[config.mk]
export PLATFORM = sky130hd
export DESIGN_NAME = clb_paired_lut
export DESIGN_NICKNAME = d
export VERILOG_FILES = /design/src/rtl/clb_pkg.sv /design/src/rtl/clb_cfg_chain.sv /design/src/rtl/clb_in_sel.sv /design/src/rtl/clb_lut.sv /design/src/rtl/clb_paired_lut.sv
export SDC_FILE = /design/constraint.sdc
export NUM_CORES = 1
export LEC_CHECK = 0
export CAP_MARGIN = 20
export CELL_PAD_IN_SITES_DETAIL_PLACEMENT = 1
export CELL_PAD_IN_SITES_GLOBAL_PLACEMENT = 1
export CORE_MARGIN = 2
export CORE_UTILIZATION = 36
export CTS_CLUSTER_DIAMETER = 60
export DETAILED_ROUTE_END_ITERATION = 8
export MAX_ROUTING_LAYER = met4
export PLACE_DENSITY = 0.62
export SETUP_SLACK_MARGIN = 0.2
export SKIP_CTS_REPAIR_TIMING = 1
export SYNTH_ARGS = -nofsm -noshare
export SYNTH_HDL_FRONTEND = slang
export SYNTH_SLANG_ARGS = --single-unit
[constraint.sdc]
create_clock -name clk_i -period 3.4 [get_ports clk_i]
set_input_delay 0.68 -clock clk_i [delete_from_list [all_inputs] [get_ports clk_i]]
set_output_delay 0.68 -clock clk_i [all_outputs]
set_load 0.01 [all_outputs]
[src/rtl/clb_pkg.sv]
package clb_pkg;
  localparam int LUT_K     = 3;   // inputs per table
  localparam int LUT_M     = 2;   // outputs per table
  localparam int N_LUT     = 2;   // tables per cell (pair structure)
  localparam int MODE_BITS = 2;   // bit0: table1 chain, bit1: table0 carry-in
endpackage

[src/rtl/clb_cfg_chain.sv]
module clb_cfg_chain #(
  parameter int W = 34
) (
  input  logic         clk_i,
  input  logic         rst_ni,
  input  logic         en_i,
  input  logic         si_i,
  output logic [W-1:0] cfg_o,
  output logic         so_o
);
  logic [W-1:0] cfg_q;

  always_ff @(posedge clk_i or negedge rst_ni) begin
    if (!rst_ni)   cfg_q <= '0;
    else if (en_i) cfg_q <= {cfg_q[W-2:0], si_i};
  end

  assign cfg_o = cfg_q;
  assign so_o  = cfg_q[W-1];

  p_reset_clear_r1: assert property (@(posedge clk_i) disable iff (!rst_ni)
    $rose(rst_ni) |-> (cfg_q == '0));

  p_shift_step_r2: assert property (@(posedge clk_i) disable iff (!rst_ni)
    en_i |=> (so_o == $past(cfg_q[W-2])));

  p_hold_idle_r3: assert property (@(posedge clk_i) disable iff (!rst_ni)
    !en_i |=> $stable(cfg_q));
endmodule

[src/rtl/clb_in_sel.sv]
module clb_in_sel #(
  parameter int K = 3
) (
  input  logic [K-1:0] direct_i,
  input  logic         alt_i,
  input  logic         sel_i,
  output logic [K-1:0] idx_o
);
  // only the top table input is steerable
  always_comb begin
    idx_o        = direct_i;
    idx_o[K-1]   = sel_i ? alt_i : direct_i[K-1];
  end
endmodule

[src/rtl/clb_lut.sv]
module clb_lut #(
  parameter int K = 3,
  parameter int M = 2,
  localparam int TBL = 1 << K,
  localparam int CW  = M * TBL
) (
  input  logic [CW-1:0] cfg_i,
  input  logic [K-1:0]  idx_i,
  output logic [M-1:0]  out_o
);
  for (genvar j = 0; j < M; j++) begin : g_fn
    logic [TBL-1:0] tbl;
    assign tbl      = cfg_i[j*TBL +: TBL];
    assign out_o[j] = tbl[idx_i];
  end
endmodule

[src/rtl/clb_paired_lut.sv]
module clb_paired_lut
  import clb_pkg::*;
#(
  parameter int K = LUT_K,
  parameter int M = LUT_M,
  localparam int N_IN  = N_LUT * K,
  localparam int N_OUT = N_LUT * M,
  localparam int LCW   = M * (1 << K),
  localparam int CFG_W = MODE_BITS + N_LUT * LCW
) (
  input  logic             clk_i,
  input  logic             rst_ni,
  input  logic             cfg_en_i,
  input  logic             cfg_si_i,
  output logic             cfg_so_o,
  input  logic [N_IN-1:0]  lin_i,
  input  logic             carry_i,
  output logic [N_OUT-1:0] lout_o,
  output logic             carry_o
);
  logic [CFG_W-1:0] cfg;
  logic [M-1:0]     lut_out [N_LUT];
  logic [N_LUT-1:0] alt_in;

  clb_cfg_chain #(.W(CFG_W)) i_chain (
    .clk_i (clk_i),
    .rst_ni(rst_ni),
    .en_i  (cfg_en_i),
    .si_i  (cfg_si_i),
    .cfg_o (cfg),
    .so_o  (cfg_so_o)
  );

  for (genvar l = 0; l < N_LUT; l++) begin : g_lut
    logic [K-1:0] idx;
    if (l == 0) begin : g_first
      assign alt_in[l] = carry_i;
    end else begin : g_chained
      assign alt_in[l] = lut_out[l-1][M-1];
    end

    // mode bit: table 0 -> bit 1, table 1 -> bit 0
    clb_in_sel #(.K(K)) i_sel (
      .direct_i(lin_i[l*K +: K]),
      .alt_i   (alt_in[l]),
      .sel_i   (cfg[N_LUT-1-l]),
      .idx_o   (idx)
    );

    clb_lut #(.K(K), .M(M)) i_lut (
      .cfg_i(cfg[MODE_BITS + l*LCW +: LCW]),
      .idx_i(idx),
      .out_o(lut_out[l])
    );

    assign lout_o[l*M +: M] = lut_out[l];
  end

  assign carry_o = lut_out[N_LUT-1][M-1];

  p_static_out_r9: assert property (@(posedge clk_i) disable iff (!rst_ni)
    ($past(!cfg_en_i) && $stable(lin_i) && $stable(carry_i)) |-> $stable(lout_o));

  p_carry_follow_r7: assert property (@(posedge clk_i) disable iff (!rst_ni)
    ($past(!cfg_en_i) && $stable(lin_i) && $stable(carry_i)) |-> $stable(carry_o));
endmodule

==> impl_metrics.csv, run 1 <==
group,metric,value,unit
global_route,antenna_found_initial,0,
floorplan,row_count,23,
synth,yosys_warnings,0,
floorplan,initial_core_util,38.15,%
cells_and_area,largest_reg_flops,34,
cells_and_area,mostFrequentLayoutCell,"dfrtp_1",
worst_setup_path,crit_chain,"clkdlybuf4s50_1 -> buf_4 -> mux4_4 -> mux2_4 -> dlymetal6s2s_1",
detailed_routing,drc_errors,0,
timing,min_period,3038,ps
timing,drv_slew,0,
detailed_routing,routed_wl,2.587,mm
cells_and_area,layout-drive-gt1-share,45.54,%
floorplan,io_pins,17,
synth,ys_seq_area_share,54.57,%
worst_setup_path,worstSetupPathType,"in -> out",
floorplan,die_x,69.81,um
timing,hold_violations,0,
placed_design,hpwl,1.737,mm
timing,setup_violations,0,
floorplan,dieHeight,69.81,um
synth,synth.area.top_cells,"dfrtp_1 55%, mux2_2 21%, mux4_1 8.4%",
timing,slew_headroom,71.16,%
min_path,hp-start,"i_chain.cfg_o[27]",
global_route,grt_pass1_wl,4.692,mm
power_and_ir_drop,total_power,1.392,mW
job,cap_violations,0,
cts,clkSinkCount,34,
detailed_routing,num_vias,832,
timing,tightest_slew,432.6,ps
timing,fin_skew,9.244,ps
detailed_routing,ant_nets,0,
worst_setup_path,arrival,2360,ps
placed_design,place.gp.congestion,0.6923,
cts,cts_buffers,5,
run_status,outcome,"completed",
min_path,min-delay-path-class,"reg -> reg",
synth,ys_ff_latch,34,
cts,cts.clk_slew.worst_paths,70,ps
detailed_routing,drt_first_pass_iters,2,
synth,synth_area_per_cell,17.72,sq um
floorplan,core,4086,sq um
worst_setup_path,cp.required,2720,ps
global_route,track_usage,12.95,%
worst_setup_path,cp_slowest_cell,"mux4_4",
cts,htree_num_levels,2,
timing,fin_tns_setup,0,ps
power_and_ir_drop,vdd_drop_max,0.3205,mV
detailed_routing,first_iter_violations,62,
worst_setup_path,rr_startpoint,"i_chain.cfg_o[0]",
floorplan,die_area,4873,sq um
cts,clk_path_buf_depth,2,
cells_and_area,post-route-util,46.79,%
global_route,grt_max_degree,35,
worst_setup_path,crit_family,"multiplexers",
cells_and_area,layout_common_cells,"34 x dfrtp_1, 29 x mux2_2, 11 x clkdlybuf4s50_1",
detailed_routing,avgViaCountPerCell,5.136,
timing,rsz0062_at_grt,"no",
worst_setup_path,crit_start,"lin_i[3]",
worst_setup_path,path_max_fanout,4,
timing,post-route-period-util,89.36,%
synth,synth_area,1559,sq um
cts,cts_tree,"done",
placed_design,dp_cells,154,
placed_design,port_buffers,16,
cells_and_area,antenna_cells,0,
power_and_ir_drop,leakage,0.9044,nW
cells_and_area,syn_to_final_growth,22.63,%
synth,ys_types,10,
cts,clock_latency,290,ps
synth,synth_nets,99,
global_route,overflow,0,
cells_and_area,stdcell_count,162,
worst_setup_path,end_kind,"primary output",
cells_and_area,num-nets-final,122,
detailed_routing,routedWlPerCell,15.97,um
synth,synth_top_area_share,54.57,%
synth,synth_top_cell_by_area,"dfrtp_1",
synth,syn_inst,88,
worst_setup_path,cpPeakStageDelay,620,ps
worst_setup_path,cp-start-kind,"input port",
timing,fmax,329.1,MHz
power_and_ir_drop,power.density,728.1,nW/um^2
worst_setup_path,critPathBufInv,3,
global_route,first_global_vias,918,
cts,root_buffer,"clkbuf_8",
-- area by class of cell --
type	instances	area [sq um]
Fill cell	400	2175
Tap cell	50	62.56
Timing Repair Buffer	22	210.2
Multi-Input combinational cell	48	678.2
Clock buffer	8	110.1
Sequential cell	34	850.8
-- per-layer routing --
metal	vias to the layer above	share of wire (%)	GRT usage, %
met2	16	46	18.20
met5	-	0	-
met1	435	48	16.34
met3	4	4.1	3.634
met4	0	1.9	8.333
li1	377	-	-
-- cell usage after synthesis (all sizes together) --
| cell type | n |
|---|---|
| dfrtp | 34 |
| buf | 2 |
| mux2 | 38 |
| clkbuf | 4 |
| mux4 | 8 |
| mux2i | 2 |
-- where the power goes --
| part | switching (mW) | leakage (nW) | internal (mW) |
|---|---|---|---|
| Sequential | 0.103 | 0.425 | 0.555 |
| Combinational | 0.113 | 0.421 | 0.272 |
| Clock | 0.145 | 0.0575 | 0.205 |
-- per-stage QoR --
| stage | hold slack, ps | setup slack [ps] | instance area (sq um) |
|---|---|---|---|
| 2_1_floorplan | 384.4 | 588.2 | 1559 |
| 4_1_cts | 511.3 | -373.2 | 1907 |
| 3_3_place_gp | 479.0 | -352.2 | 1797 |
| 3_5_place_dp | 495.3 | -369.8 | 1797 |
| 6_report | 505.4 | 361.9 | 1912 |
| 5_1_grt | 530.4 | 257.1 | 1912 |
-- path summary, 6_finish.rpt --
kind / slack, ps / endpoint / cells past startpoint
max: 360 / lout_o[3] / 5
min: 510 / i_chain.cfg_o[27] / 1
max reg2reg: 2540 / i_chain.cfg_o[1] / 1
min reg2reg: 510 / i_chain.cfg_o[27] / 1
max in group asynchronous: 2290 / i_chain.cfg_o[25] / 2
min in group asynchronous: 800 / i_chain.cfg_o[8] / 2
-- cells by family (layout without fill, tap and decap cells) --
| logic type | Yosys count | in the layout | synth area share, % |
|---|---|---|---|
| flip-flops | 34 | 34 | 54.57 |
| buffers and inverters | 6 | 30 | 1.926 |
| multiplexers | 48 | 48 | 43.50 |
No activity file was read; power rests on OpenSTA's default activity.
==> run 2: changes to the inputs <==
Settings changed: GPL_TIMING_DRIVEN set to 0, PLACE_DENSITY 0.62 to 0.65.
Clock period 3.4 ns to 2.45 ns, I/O delays scaled along.
==> impl_metrics.csv, run 2 (same netlist as run 1, synthesis figures left out) <==
group,metric,value,unit
cts,cts_buffers,5,
floorplan,dieHeight,69.81,um
timing,drv_slew,0,
cts,clkSinkCount,34,
detailed_routing,num_vias,824,
cells_and_area,layout-drive-gt1-share,50.88,%
worst_setup_path,crit_start,"carry_i",
cells_and_area,layout_common_cells,"34 x dfrtp_1, 29 x mux2_2, 6 x mux2_1, 6 x clkbuf_8",
cts,htree_num_levels,2,
cells_and_area,final_cell_area,1884,sq um
floorplan,core,4086,sq um
cells_and_area,syn_to_final_growth,20.87,%
cells_and_area,antenna_cells,0,
cells_and_area,regArea,850.8,sq um
power_and_ir_drop,leakage,0.8807,nW
timing,post-route-period-util,109.6,%
timing,setup_violations,3,
run_status,failed_checks,"negative setup slack",
cells_and_area,stdcell_count,164,
worst_setup_path,cpPeakStageDelay,410,ps
worst_setup_path,end_kind,"primary output",
cells_and_area,post-route-util,46.11,%
global_route,overflow,0,
detailed_routing,routed_wl,2.738,mm
detailed_routing,ant_nets,0,
cells_and_area,mostFrequentLayoutCell,"dfrtp_1",
worst_setup_path,rr_startpoint,"i_chain.cfg_o[15]",
worst_setup_path,crit_chain,"clkdlybuf4s50_1 -> mux2i_2 -> mux2_4 -> mux2i_4 -> mux2_4 -> buf_6 -> buf_6",
cts,clk_path_buf_depth,2,
detailed_routing,avgViaCountPerCell,5.024,
cts,cts_tree,"done",
floorplan,die_x,69.81,um
worst_setup_path,cp.required,1960,ps
detailed_routing,routedWlPerCell,16.70,um
timing,tightest_slew,747.1,ps
placed_design,port_buffers,15,
placed_design,pre_cts_slack,-1145,ps
global_route,track_usage,12.95,%
global_route,antenna_found_initial,0,
global_route,first_global_vias,927,
timing,slew_headroom,50.19,%
placed_design,place.gp.congestion,0.6743,
cts,clock_latency,280,ps
run_status,outcome,"finished, violations left",
power_and_ir_drop,vdd_drop_max,0.3475,mV
timing,fin_tns_setup,-653.6,ps
floorplan,row_count,23,
placed_design,dp_cells,153,
detailed_routing,drt_first_pass_iters,2,
cells_and_area,multi_input_area,674.4,sq um
worst_setup_path,cp-start-kind,"input port",
power_and_ir_drop,power.density,1013,nW/um^2
worst_setup_path,path_max_fanout,2,
cells_and_area,fillCellCount,403,
timing,min_period,2686,ps
job,cap_violations,0,
global_route,grt_pass1_wl,4.623,mm
cts,cts.clk_slew.worst_paths,60,ps
placed_design,hpwl,1.893,mm
timing,rsz0062_at_grt,"yes",
detailed_routing,first_iter_violations,10,
cells_and_area,largest_reg_flops,34,
timing,fin_skew,2.637,ps
worst_setup_path,worstSetupPathType,"in -> out",
detailed_routing,drc_errors,0,
placed_design,placed_area,1763,sq um
cells_and_area,num-nets-final,126,
timing,hold_violations,0,
min_path,min-delay-path-class,"in -> async",
worst_setup_path,arrival,2200,ps
timing,layout_setup_ws,-236.1,ps
timing,fmax,372.3,MHz
cts,root_buffer,"clkbuf_8",
worst_setup_path,cp_slowest_cell,"clkdlybuf4s50_1",
floorplan,io_pins,17,
floorplan,die_area,4873,sq um
floorplan,initial_core_util,38.15,%
global_route,grt_max_degree,35,
==> run 2: critical path: cells and delay by family <==
kind	cells	cell delay, ps
buffers and inverters	3	630
muxes	4	1080
==> run 2: layout make-up <==
| cell class | instances | share of cell area (%) |
|---|---|---|
| repair buffers | 20 | 9.562 |
| multi-input cells | 48 | 35.79 |
| plain buffers | 6 | 1.793 |
| well taps | 50 | 3.320 |
| flip-flops and latches | 34 | 45.15 |
| clock buffers | 6 | 4.382 |
==> run 2: report_power, final <==
group / leakage [nW] / switching [mW] / total (mW) / internal [mW]
Sequential: 0.425 / 0.143 / 0.913 / 0.770
Combinational: 0.412 / 0.183 / 0.592 / 0.409
Clock: 0.0431 / 0.188 / 0.404 / 0.217
==> run 2: routing by layer <==
metal / vias up / GRT usage (%) / wire, um
met1: 430 / 15.85 / 1283
met3: 2 / 4.942 / 90
met5: - / - / 0
met4: 0 / 5.769 / 30
met2: 12 / 19.05 / 1333
li1: 380 / - / -
==> run 2: final timing paths <==
check / end / slack, ps / cells after the start
max: lout_o[3] / -240 / 7
min: i_chain.cfg_o[7] / 270 / 1
max reg2reg: i_chain.cfg_o[16] / 1540 / 2
min reg2reg: i_chain.cfg_o[26] / 510 / 1
max in group asynchronous: i_chain.cfg_o[13] / 1690 / 1
min in group clk_i: i_chain.cfg_o[26] / 510 / 1
==> run 2: stage by stage <==
stage / hold WS (ps) / total power [mW]
finish: 269.9 / 1.909
global route: 333.4 / 2.038
CTS: 300.6 / 1.914
detailed placement: 501.2 / 1.501
global placement: 476.9 / 1.460
floorplan: 194.4 / 1.290
==> run 3: changes to the inputs <==
Settings changed: SLEW_MARGIN set to 10.
==> results of run 3 <==
The final DEF is identical to that of run 2; final timing and power are the same.
